File: config.mk
export PLATFORM = sky130hd
export DESIGN_NAME = spi_mem_front
export DESIGN_NICKNAME = d
export VERILOG_FILES = /design/src/rtl/spi_front_pkg.sv /design/src/rtl/spi_sync2.sv /design/src/rtl/spi_cmd_seq.sv /design/src/rtl/spi_so_drive.sv /design/src/rtl/spi_mem_front.sv
export SDC_FILE = /design/constraint.sdc
export NUM_CORES = 1
export LEC_CHECK = 0
export BUFFER_PORTS_ARGS = -buffer_cell sky130_fd_sc_hd__buf_2
export CORE_ASPECT_RATIO = 0.9
export CORE_MARGIN = 5
export CORE_UTILIZATION = 40
export DETAILED_ROUTE_END_ITERATION = 16
export GPL_TIMING_DRIVEN = 0
export SETUP_SLACK_MARGIN = 0.05
export SYNTH_ARGS = -nofsm -noshare
export SYNTH_HDL_FRONTEND = slang
export SYNTH_SLANG_ARGS = --single-unit
File: constraint.sdc
create_clock -name clk -period 1.9 [get_ports clk]
set_input_delay 0.38 -clock clk [delete_from_list [all_inputs] [get_ports clk]]
set_output_delay 0.38 -clock clk [all_outputs]
set_load 0.01 [all_outputs]
File: src/rtl/spi_front_pkg.sv
package spi_front_pkg;

    localparam logic [7:0] CMD_WREN  = 8'h06;
    localparam logic [7:0] CMD_WRDI  = 8'h04;
    localparam logic [7:0] CMD_RDSR  = 8'h05;
    localparam logic [7:0] CMD_WRSR  = 8'h01;
    localparam logic [7:0] CMD_READ  = 8'h03;
    localparam logic [7:0] CMD_WRITE = 8'h02;

    localparam int CMD_BITS  = 8;
    localparam int ADDR_BITS = 16;

    typedef enum logic [2:0] {
        OP_NONE  = 3'd0,
        OP_WREN  = 3'd1,
        OP_WRDI  = 3'd2,
        OP_RDSR  = 3'd3,
        OP_WRSR  = 3'd4,
        OP_READ  = 3'd5,
        OP_WRITE = 3'd6
    } op_e;

    typedef enum logic [2:0] {
        ST_IDLE,
        ST_OPC,
        ST_ADDR,
        ST_RDATA,
        ST_STAT,
        ST_WDATA,
        ST_DONE,
        ST_BAD
    } st_e;

    typedef struct packed {
        logic lvl;
        logic rise;
        logic fall;
    } pin_ev_t;

    function automatic op_e decode_op(input logic [7:0] b);
        case (b)
            CMD_WREN:  return OP_WREN;
            CMD_WRDI:  return OP_WRDI;
            CMD_RDSR:  return OP_RDSR;
            CMD_WRSR:  return OP_WRSR;
            CMD_READ:  return OP_READ;
            CMD_WRITE: return OP_WRITE;
            default:   return OP_NONE;
        endcase
    endfunction

endpackage

File: src/rtl/spi_sync2.sv
module spi_sync2 #(
    parameter int N = 1,
    parameter logic [N-1:0] RST_VAL = '0
) (
    input  logic         clk,
    input  logic         rst,
    input  logic [N-1:0] din,
    output logic [N-1:0] dout
);
    for (genvar g = 0; g < N; g++) begin : g_bit
        logic meta, stab;
        always_ff @(posedge clk) begin
            if (rst) begin
                meta <= RST_VAL[g];
                stab <= RST_VAL[g];
            end else begin
                meta <= din[g];
                stab <= meta;
            end
        end
        assign dout[g] = stab;
    end
endmodule

File: src/rtl/spi_cmd_seq.sv
module spi_cmd_seq
    import spi_front_pkg::*;
#(
    parameter int ADDR_W = 12
) (
    input  logic              clk,
    input  logic              rst,
    input  pin_ev_t           sck,
    input  pin_ev_t           cs,
    input  logic              si_lvl,
    input  logic              hold_lvl,
    input  logic              hold_fall,
    input  logic              wr_busy,
    input  logic              tx_load,
    output st_e               st,
    output logic              paused,
    output logic [ADDR_W-1:0] ptr,
    output logic              byte_stb,
    output logic [ADDR_W-1:0] byte_addr,
    output logic [7:0]        byte_dat,
    output logic              frame_end,
    output op_e               frame_op
);
    localparam int CNT_W = $clog2(ADDR_BITS);

    logic [ADDR_BITS-1:0] shreg;
    logic [ADDR_BITS-1:0] shin;
    logic [CNT_W-1:0]     bcnt;
    op_e                  op;
    op_e                  dec;

    assign shin = {shreg[ADDR_BITS-2:0], si_lvl};
    assign dec  = decode_op(shin[CMD_BITS-1:0]);

    always_ff @(posedge clk) begin
        if (rst) begin
            st        <= ST_IDLE;
            op        <= OP_NONE;
            bcnt      <= '0;
            shreg     <= '0;
            ptr       <= '0;
            paused    <= 1'b0;
            byte_stb  <= 1'b0;
            byte_addr <= '0;
            byte_dat  <= '0;
            frame_end <= 1'b0;
            frame_op  <= OP_NONE;
        end else begin
            byte_stb  <= 1'b0;
            frame_end <= 1'b0;
            if (cs.fall) begin
                st     <= ST_OPC;
                op     <= OP_NONE;
                bcnt   <= '0;
                paused <= 1'b0;
            end else if (cs.lvl) begin
                if (cs.rise && (st inside {ST_ADDR, ST_RDATA, ST_STAT, ST_WDATA, ST_DONE})) begin
                    frame_end <= 1'b1;
                    frame_op  <= op;
                end
                st     <= ST_IDLE;
                paused <= 1'b0;
            end else begin
                if (!sck.lvl && hold_fall)
                    paused <= 1'b1;
                else if (!sck.lvl && hold_lvl)
                    paused <= 1'b0;

                if (sck.rise && !paused) begin
                    shreg <= shin;
                    case (st)
                        ST_OPC: begin
                            bcnt <= bcnt + 1'b1;
                            if (bcnt == CNT_W'(CMD_BITS - 1)) begin
                                bcnt <= '0;
                                op   <= dec;
                                if (dec == OP_NONE)
                                    st <= ST_BAD;
                                else if (wr_busy && dec != OP_RDSR)
                                    st <= ST_BAD;
                                else begin
                                    case (dec)
                                        OP_RDSR:           st <= ST_STAT;
                                        OP_WRSR:           st <= ST_WDATA;
                                        OP_READ, OP_WRITE: st <= ST_ADDR;
                                        default:           st <= ST_DONE;
                                    endcase
                                end
                            end
                        end
                        ST_ADDR: begin
                            bcnt <= bcnt + 1'b1;
                            if (bcnt == CNT_W'(ADDR_BITS - 1)) begin
                                bcnt <= '0;
                                ptr  <= shin[ADDR_W-1:0];
                                st   <= (op == OP_READ) ? ST_RDATA : ST_WDATA;
                            end
                        end
                        ST_WDATA: begin
                            bcnt <= bcnt + 1'b1;
                            if (bcnt == CNT_W'(CMD_BITS - 1)) begin
                                bcnt      <= '0;
                                byte_stb  <= 1'b1;
                                byte_dat  <= shin[7:0];
                                byte_addr <= ptr;
                                ptr       <= ptr + 1'b1;
                            end
                        end
                        default: ;
                    endcase
                end

                if (tx_load && st == ST_RDATA)
                    ptr <= ptr + 1'b1;
            end
        end
    end

    // a refused command lands in the silent state
    p_busy_reject_r11: assert property (@(posedge clk) disable iff (rst)
        (st == ST_OPC && sck.rise && !paused && !cs.lvl && !cs.fall &&
         bcnt == CNT_W'(CMD_BITS - 1) && wr_busy && dec != OP_RDSR) |=> st == ST_BAD);

    // each byte sent during a read moves the pointer by one, wrapping at the top
    p_rd_advance_r4: assert property (@(posedge clk) disable iff (rst)
        (tx_load && st == ST_RDATA && !cs.lvl && !cs.fall) |=> ptr == ADDR_W'($past(ptr) + 1'b1));

    // nothing is strobed out of a rejected frame
    p_bad_nostb_r6: assert property (@(posedge clk) disable iff (rst)
        (st == ST_BAD && !cs.lvl) |=> !byte_stb);

endmodule

File: src/rtl/spi_so_drive.sv
module spi_so_drive
    import spi_front_pkg::*;
(
    input  logic       clk,
    input  logic       rst,
    input  pin_ev_t    sck,
    input  logic       cs_sel,
    input  logic       cs_start,
    input  logic       paused,
    input  logic       stream,
    input  logic       stat_mode,
    input  logic       busy,
    input  logic [7:0] status_in,
    input  logic [7:0] mem_rdata,
    output logic       so,
    output logic       so_oe,
    output logic       tx_load
);
    logic [6:0] txsh;
    logic [2:0] txcnt;
    logic       live;
    logic [7:0] src;

    assign src = stat_mode ? (busy ? 8'hFF : status_in) : mem_rdata;

    always_ff @(posedge clk) begin
        if (rst) begin
            txsh    <= '0;
            txcnt   <= '0;
            live    <= 1'b0;
            so      <= 1'b0;
            so_oe   <= 1'b0;
            tx_load <= 1'b0;
        end else begin
            tx_load <= 1'b0;
            if (cs_start || !cs_sel) begin
                live  <= 1'b0;
                txcnt <= '0;
            end else if (!paused && sck.fall && stream) begin
                txcnt <= txcnt + 1'b1;
                if (txcnt == 3'd0) begin
                    so      <= src[7];
                    txsh    <= src[6:0];
                    tx_load <= 1'b1;
                    live    <= 1'b1;
                end else begin
                    so   <= txsh[6];
                    txsh <= {txsh[5:0], 1'b0};
                end
            end
            so_oe <= cs_sel && !paused && live && stream;
        end
    end

    // deselect silences the pin
    p_tri_desel_r3: assert property (@(posedge clk) disable iff (rst)
        !cs_sel |=> !so_oe);

    // a paused transfer does not drive the pin
    p_tri_pause_r7: assert property (@(posedge clk) disable iff (rst)
        paused |=> !so_oe);

    // the data bit moves only in response to a falling serial clock
    p_so_fall_only_r2: assert property (@(posedge clk) disable iff (rst)
        !sck.fall |=> $stable(so));

    // a status byte started while busy begins with a one
    p_busy_ones_r5: assert property (@(posedge clk) disable iff (rst)
        (tx_load && $past(stat_mode) && $past(busy)) |-> so);

endmodule

File: src/rtl/spi_mem_front.sv
module spi_mem_front
    import spi_front_pkg::*;
#(
    parameter int ADDR_W = 12
) (
    input  logic              clk,
    input  logic              rst,
    input  logic              cs_n,
    input  logic              sck,
    input  logic              si,
    input  logic              hold_n,
    output logic              so,
    output logic              so_oe,
    output logic [ADDR_W-1:0] mem_addr,
    input  logic [7:0]        mem_rdata,
    input  logic              wr_busy,
    input  logic [7:0]        status_in,
    output logic              byte_stb,
    output logic [ADDR_W-1:0] byte_addr,
    output logic [7:0]        byte_dat,
    output logic              frame_end,
    output logic [2:0]        frame_op
);
    localparam int NCTL = 3;

    logic [NCTL-1:0] ctl_s, ctl_p;
    logic            si_s;
    pin_ev_t         sck_ev, cs_ev;
    logic            hold_fall;
    st_e             st;
    logic            paused;
    logic            tx_load;
    op_e             fop;

    spi_sync2 #(.N(NCTL), .RST_VAL(3'b110)) u_sync_ctl (
        .clk (clk),
        .rst (rst),
        .din ({hold_n, cs_n, sck}),
        .dout(ctl_s)
    );

    spi_sync2 #(.N(1), .RST_VAL(1'b0)) u_sync_si (
        .clk (clk),
        .rst (rst),
        .din (si),
        .dout(si_s)
    );

    always_ff @(posedge clk) begin
        if (rst) ctl_p <= 3'b110;
        else     ctl_p <= ctl_s;
    end

    assign sck_ev    = '{lvl: ctl_s[0], rise: ctl_s[0] & ~ctl_p[0], fall: ~ctl_s[0] & ctl_p[0]};
    assign cs_ev     = '{lvl: ctl_s[1], rise: ctl_s[1] & ~ctl_p[1], fall: ~ctl_s[1] & ctl_p[1]};
    assign hold_fall = ~ctl_s[2] & ctl_p[2];

    spi_cmd_seq #(.ADDR_W(ADDR_W)) u_seq (
        .clk      (clk),
        .rst      (rst),
        .sck      (sck_ev),
        .cs       (cs_ev),
        .si_lvl   (si_s),
        .hold_lvl (ctl_s[2]),
        .hold_fall(hold_fall),
        .wr_busy  (wr_busy),
        .tx_load  (tx_load),
        .st       (st),
        .paused   (paused),
        .ptr      (mem_addr),
        .byte_stb (byte_stb),
        .byte_addr(byte_addr),
        .byte_dat (byte_dat),
        .frame_end(frame_end),
        .frame_op (fop)
    );

    spi_so_drive u_so (
        .clk      (clk),
        .rst      (rst),
        .sck      (sck_ev),
        .cs_sel   (~cs_ev.lvl),
        .cs_start (cs_ev.fall),
        .paused   (paused),
        .stream   (st == ST_RDATA || st == ST_STAT),
        .stat_mode(st == ST_STAT),
        .busy     (wr_busy),
        .status_in(status_in),
        .mem_rdata(mem_rdata),
        .so       (so),
        .so_oe    (so_oe),
        .tx_load  (tx_load)
    );

    assign frame_op = fop;

    // an invalid or refused command keeps the pin undriven
    p_bad_quiet_r6: assert property (@(posedge clk) disable iff (rst)
        st == ST_BAD |=> !so_oe);

    // a frame report carries a real command code
    p_frame_code_r10: assert property (@(posedge clk) disable iff (rst)
        frame_end |-> frame_op != 3'd0);

endmodule

==> impl_results.md <==
* Run status: finished, final reports clean
* Die extent in x at 113 µm
* Initial standard-cell utilization of the core at 41.4%
* Pin count of the biggest net entering global routing at 14
* Power per standard cell area at 721 nW/µm²
* Inst Count DP at 634
* Unrepaired setup endpoints after global routing: true
* Cell accounting for the most synthesized area: sky130_fd_sc_hd__dfxtp_1
* Clock Path Buffers at 2
* Synthesis-stage register bit count at 84
* Top-count cell post-synth: sky130_fd_sc_hd__dfxtp_1
* Clock tree from TritonCTS: built
* Gp weighted congestion at 0.861
* Sum Neg Setup Slack at 0 ns
* Share of the clock period used by the worst path after layout at 99.0%
* IO Port Bufs at 59
* Vias in the first global route at 3108
* Maximum clock skew at final layout at 0.0166 ns
* Depth of the most critical reg-to-reg path at 5
* Synthesis Warnings at 0
* Io pins at 62
* Source of the worst hold timing path: hold_n
* Register-to-register setup slack at 0.02 ns
* Endpoint of the most critical register-to-register path: u_seq.st[0]
* Std cell rows at 33
* Global route overflow at 0
* Synthesized area divided by synthesized cell count at 8.37 µm²
* Die height at 102 µm
* Drc violations at 0
* Number of buffers created by CTS at 9
* Final Critical Period at 1.88 ns
* WP data required at 2.13 ns
* Crit end category: register
* Top cell types by occurrence after synthesis: 84 x sky130_fd_sc_hd__dfxtp_1, 69 x sky130_fd_sc_hd__nor2_1, 42 x sky130_fd_sc_hd__nand2_1, 39 x sky130_fd_sc_hd__a21oi_1, 32 x sky130_fd_sc_hd__mux2i_1
* Post-synth cell types at 51
* Number of diodes at 0
* Static leakage at 1.99 nW
* Tightest Pin Transition at 0.606 ns
* Number of instances in the synthesized netlist at 453
* Hold buffer count at CTS at 0
* Pre-Repair DR Iteration Count at 4
* Share of cells above drive strength 1 at 24.5%
* Detail Placement HPWL at 6810 µm
* Startpoint-to-endpoint class of the critical path: reg -> reg
* Die ar. at 11500 µm²
* Insertion delay of the later-clocked pin in the worst-skew pair at 0.35 ns
* WHS Endpoint: u_sync_ctl.g_bit[2].meta
* Number of H-tree levels at 3
* Dominant register cell in the synthesized netlist: sky130_fd_sc_hd__dfxtp_1
* Cell depth of the worst hold path at 2
* Critical path peak fanout at 5
* Min-Delay Path Class: in -> reg
* Part of the Yosys area used for sequential elements at 44.4%
* Nets in the synthesized netlist at 480
* Slew Limit Headroom at 59.3%
* Power after layout at 3.40 mW
* Detailed-route wire length at 9660 µm
* Maximum vdd drop at 0.380 mV
* Final hold violation count at 0
* Number of nets with antenna violations after detailed routing at 0
* Global-route wire length before repair at 15300 µm
* Count of vias placed by the detailed router at 3395
* Worst r2r src: ctl_p[0]
* Highest attainable clock frequency at 0.531 GHz
* Number of DRC markers after the initial detailed-route iteration at 240
* Overall Global Routing Usage at 16.5%
* Floorplan core area at 9170 µm²
* Post-route non-filler standard cell count at 661
* Fin nets at 563
* Final setup violation count at 0
* Critical Path Start Type: register
* Critical path data arrival time at 2.11 ns
* Final Core Density at 51.4%
* Number of antenna violations at the first check in global routing at 0
* Via-to-Cell Ratio at 5.14
* Layout Area Growth over Synthesis at 24.3%
* Clock-pin slew on the worst setup and hold paths at 0.09 ns
* Largest cells by area after synthesis: sky130_fd_sc_hd__dfxtp_1 44%, sky130_fd_sc_hd__mux2i_1 8.4%, sky130_fd_sc_hd__nor2_1 6.8%
* MaxCap Viol Count at 0
* Clock sinks at 84
* Area of the mapped netlist at 3790 µm²
* EDFF count, synth at 0
* Portion of synthesized cell area occupied by the leading cell type at 44.4%
* DR WL/cell at 14.6 µm
* Final Max Tran Viols at 0
* Clock Tree Root: sky130_fd_sc_hd__clkbuf_8
* Async SR Flop Fraction at 0%
==> metrics by stage <==
step	hold WS, ns	instance area [µm²]	worst slack, ns
after detailed placement	0.407	4240	-0.250
final	0.217	4710	0.0185
after CTS	0.200	4600	0.0233
after floorplan	0.389	3790	0.0617
after global routing	0.202	4710	-0.0233
after global placement	0.394	4240	-0.202
==> cells by family (layout without fill, tap and decap cells) <==
logic type | count (synthesis) | in the layout | share of synthesized area [%]
AOI/OAI and AO/OA | 90 | 90 | 14.8
xor gates and xnor gates | 4 | 4 | 0.924
adders and majority gates | 4 | 4 | 1.32
buffers and inverters | 48 | 134 | 5.51
DFF | 84 | 84 | 44.4
muxes | 32 | 32 | 8.45
and+or+nand+nor | 191 | 191 | 24.6
==> power by group <==
| part | switching [mW] | internal, mW |
|---|---|---|
| Combinational | 0.0663 | 0.0450 |
| Sequential | 0.00748 | 1.77 |
| Clock | 0.613 | 0.897 |
| Total | 0.687 | 2.71 |
==> cell type report <==
cell class                 instances  area, µm²
sequential                        84       1700
clock buffer                      10        138
timing repair buffer              76        448
tap                              122        153
inverter                          17       63.8
buffer                            27        165
multi-input combinational        321       1950
clock inverter                     4       98.8
fill                             898       4450
==> flip-flops by register name, summed over array words and instances (netlist names) <==
name and flops:
ctl_p 3, u_seq.bcnt 4, u_seq.byte_addr 12, u_seq.byte_dat 8
u_seq.byte_stb 1, u_seq.frame_end 1, u_seq.frame_op 3, u_seq.op 3
u_seq.paused 1, u_seq.ptr 12, u_seq.shreg 11, u_seq.st 3
u_so.live 1, u_so.so 1, u_so.so_oe 1, u_so.tx_load 1
u_so.txcnt 3, u_so.txsh 7, u_sync_ctl.g_bit.meta 3, u_sync_ctl.g_bit.stab 3
u_sync_si.dout 1, u_sync_si.g_bit.meta 1
==> routing by layer <==
layer	global-route usage [%]	wire length (µm)	vias up
li1	-	-	1722
met1	22.4	4740	1587
met2	26.0	4310	78
met3	4.32	542	8
met4	4.99	70	0
met5	0	0	-
==> worst max path at each step <==
stage | from | endpoint | slack [ns] | cells past startpoint
final | ctl_p[0] | u_seq.st[0] | 0.02 | 5
after global routing | ctl_p[0] | u_seq.st[0] | -0.02 | 5
after CTS | u_seq.st[0] | u_seq.bcnt[3] | 0.02 | 5
after detailed placement | u_seq.st[2] | u_so.txsh[5] | -0.25 | 6
after global placement | u_seq.st[2] | u_so.txsh[5] | -0.20 | 6
after floorplan | u_seq.st[1] | u_seq.byte_dat[7] | 0.06 | 7
==> worst max-delay path, cell delays in order, from the launching register on <==
cell and delay, ns:
sky130_fd_sc_hd__dfxtp_2 0.33, sky130_fd_sc_hd__or3b_4 0.43, sky130_fd_sc_hd__or3_1 0.44, sky130_fd_sc_hd__a21oi_2 0.22, sky130_fd_sc_hd__mux2i_1 0.25, sky130_fd_sc_hd__a21oi_1 0.09
==> placed cells by master (no fill, tap or decap), types with 3 or more instances in the layout <==
cell type	Yosys	routed
sky130_fd_sc_hd__buf_2	2	59
sky130_fd_sc_hd__clkbuf_2	0	4
sky130_fd_sc_hd__and2_1	4	4
sky130_fd_sc_hd__inv_1	17	17
sky130_fd_sc_hd__ha_1	4	3
sky130_fd_sc_hd__nor3_1	25	24
sky130_fd_sc_hd__a31oi_1	4	4
sky130_fd_sc_hd__dfxtp_2	0	6
sky130_fd_sc_hd__a21oi_1	39	39
sky130_fd_sc_hd__nand2b_1	4	3
sky130_fd_sc_hd__a21o_1	4	4
sky130_fd_sc_hd__a211oi_1	12	11
sky130_fd_sc_hd__o21ai_0	15	15
sky130_fd_sc_hd__nor2_1	69	68
sky130_fd_sc_hd__and3_1	3	3
sky130_fd_sc_hd__buf_4	1	17
sky130_fd_sc_hd__buf_6	3	4
sky130_fd_sc_hd__nand3_1	6	6
sky130_fd_sc_hd__nor2b_1	6	6
sky130_fd_sc_hd__or3_1	6	6
sky130_fd_sc_hd__dfxtp_1	84	76
sky130_fd_sc_hd__bufinv_16	0	3
sky130_fd_sc_hd__or2_2	5	5
sky130_fd_sc_hd__clkbuf_1	24	15
sky130_fd_sc_hd__mux2i_1	32	32
sky130_fd_sc_hd__nor4_1	3	3
sky130_fd_sc_hd__clkbuf_8	0	10
sky130_fd_sc_hd__nand2_1	42	41
sky130_fd_sc_hd__xnor2_1	3	3
==> timing repair <==
item,in CTS,in global routing
setup endpoints to repair,45,56
pin swaps,6,6
resized for setup,22,24
cloned,0,2
buffers inserted,8,7
(Power assumes the default switching activity.)
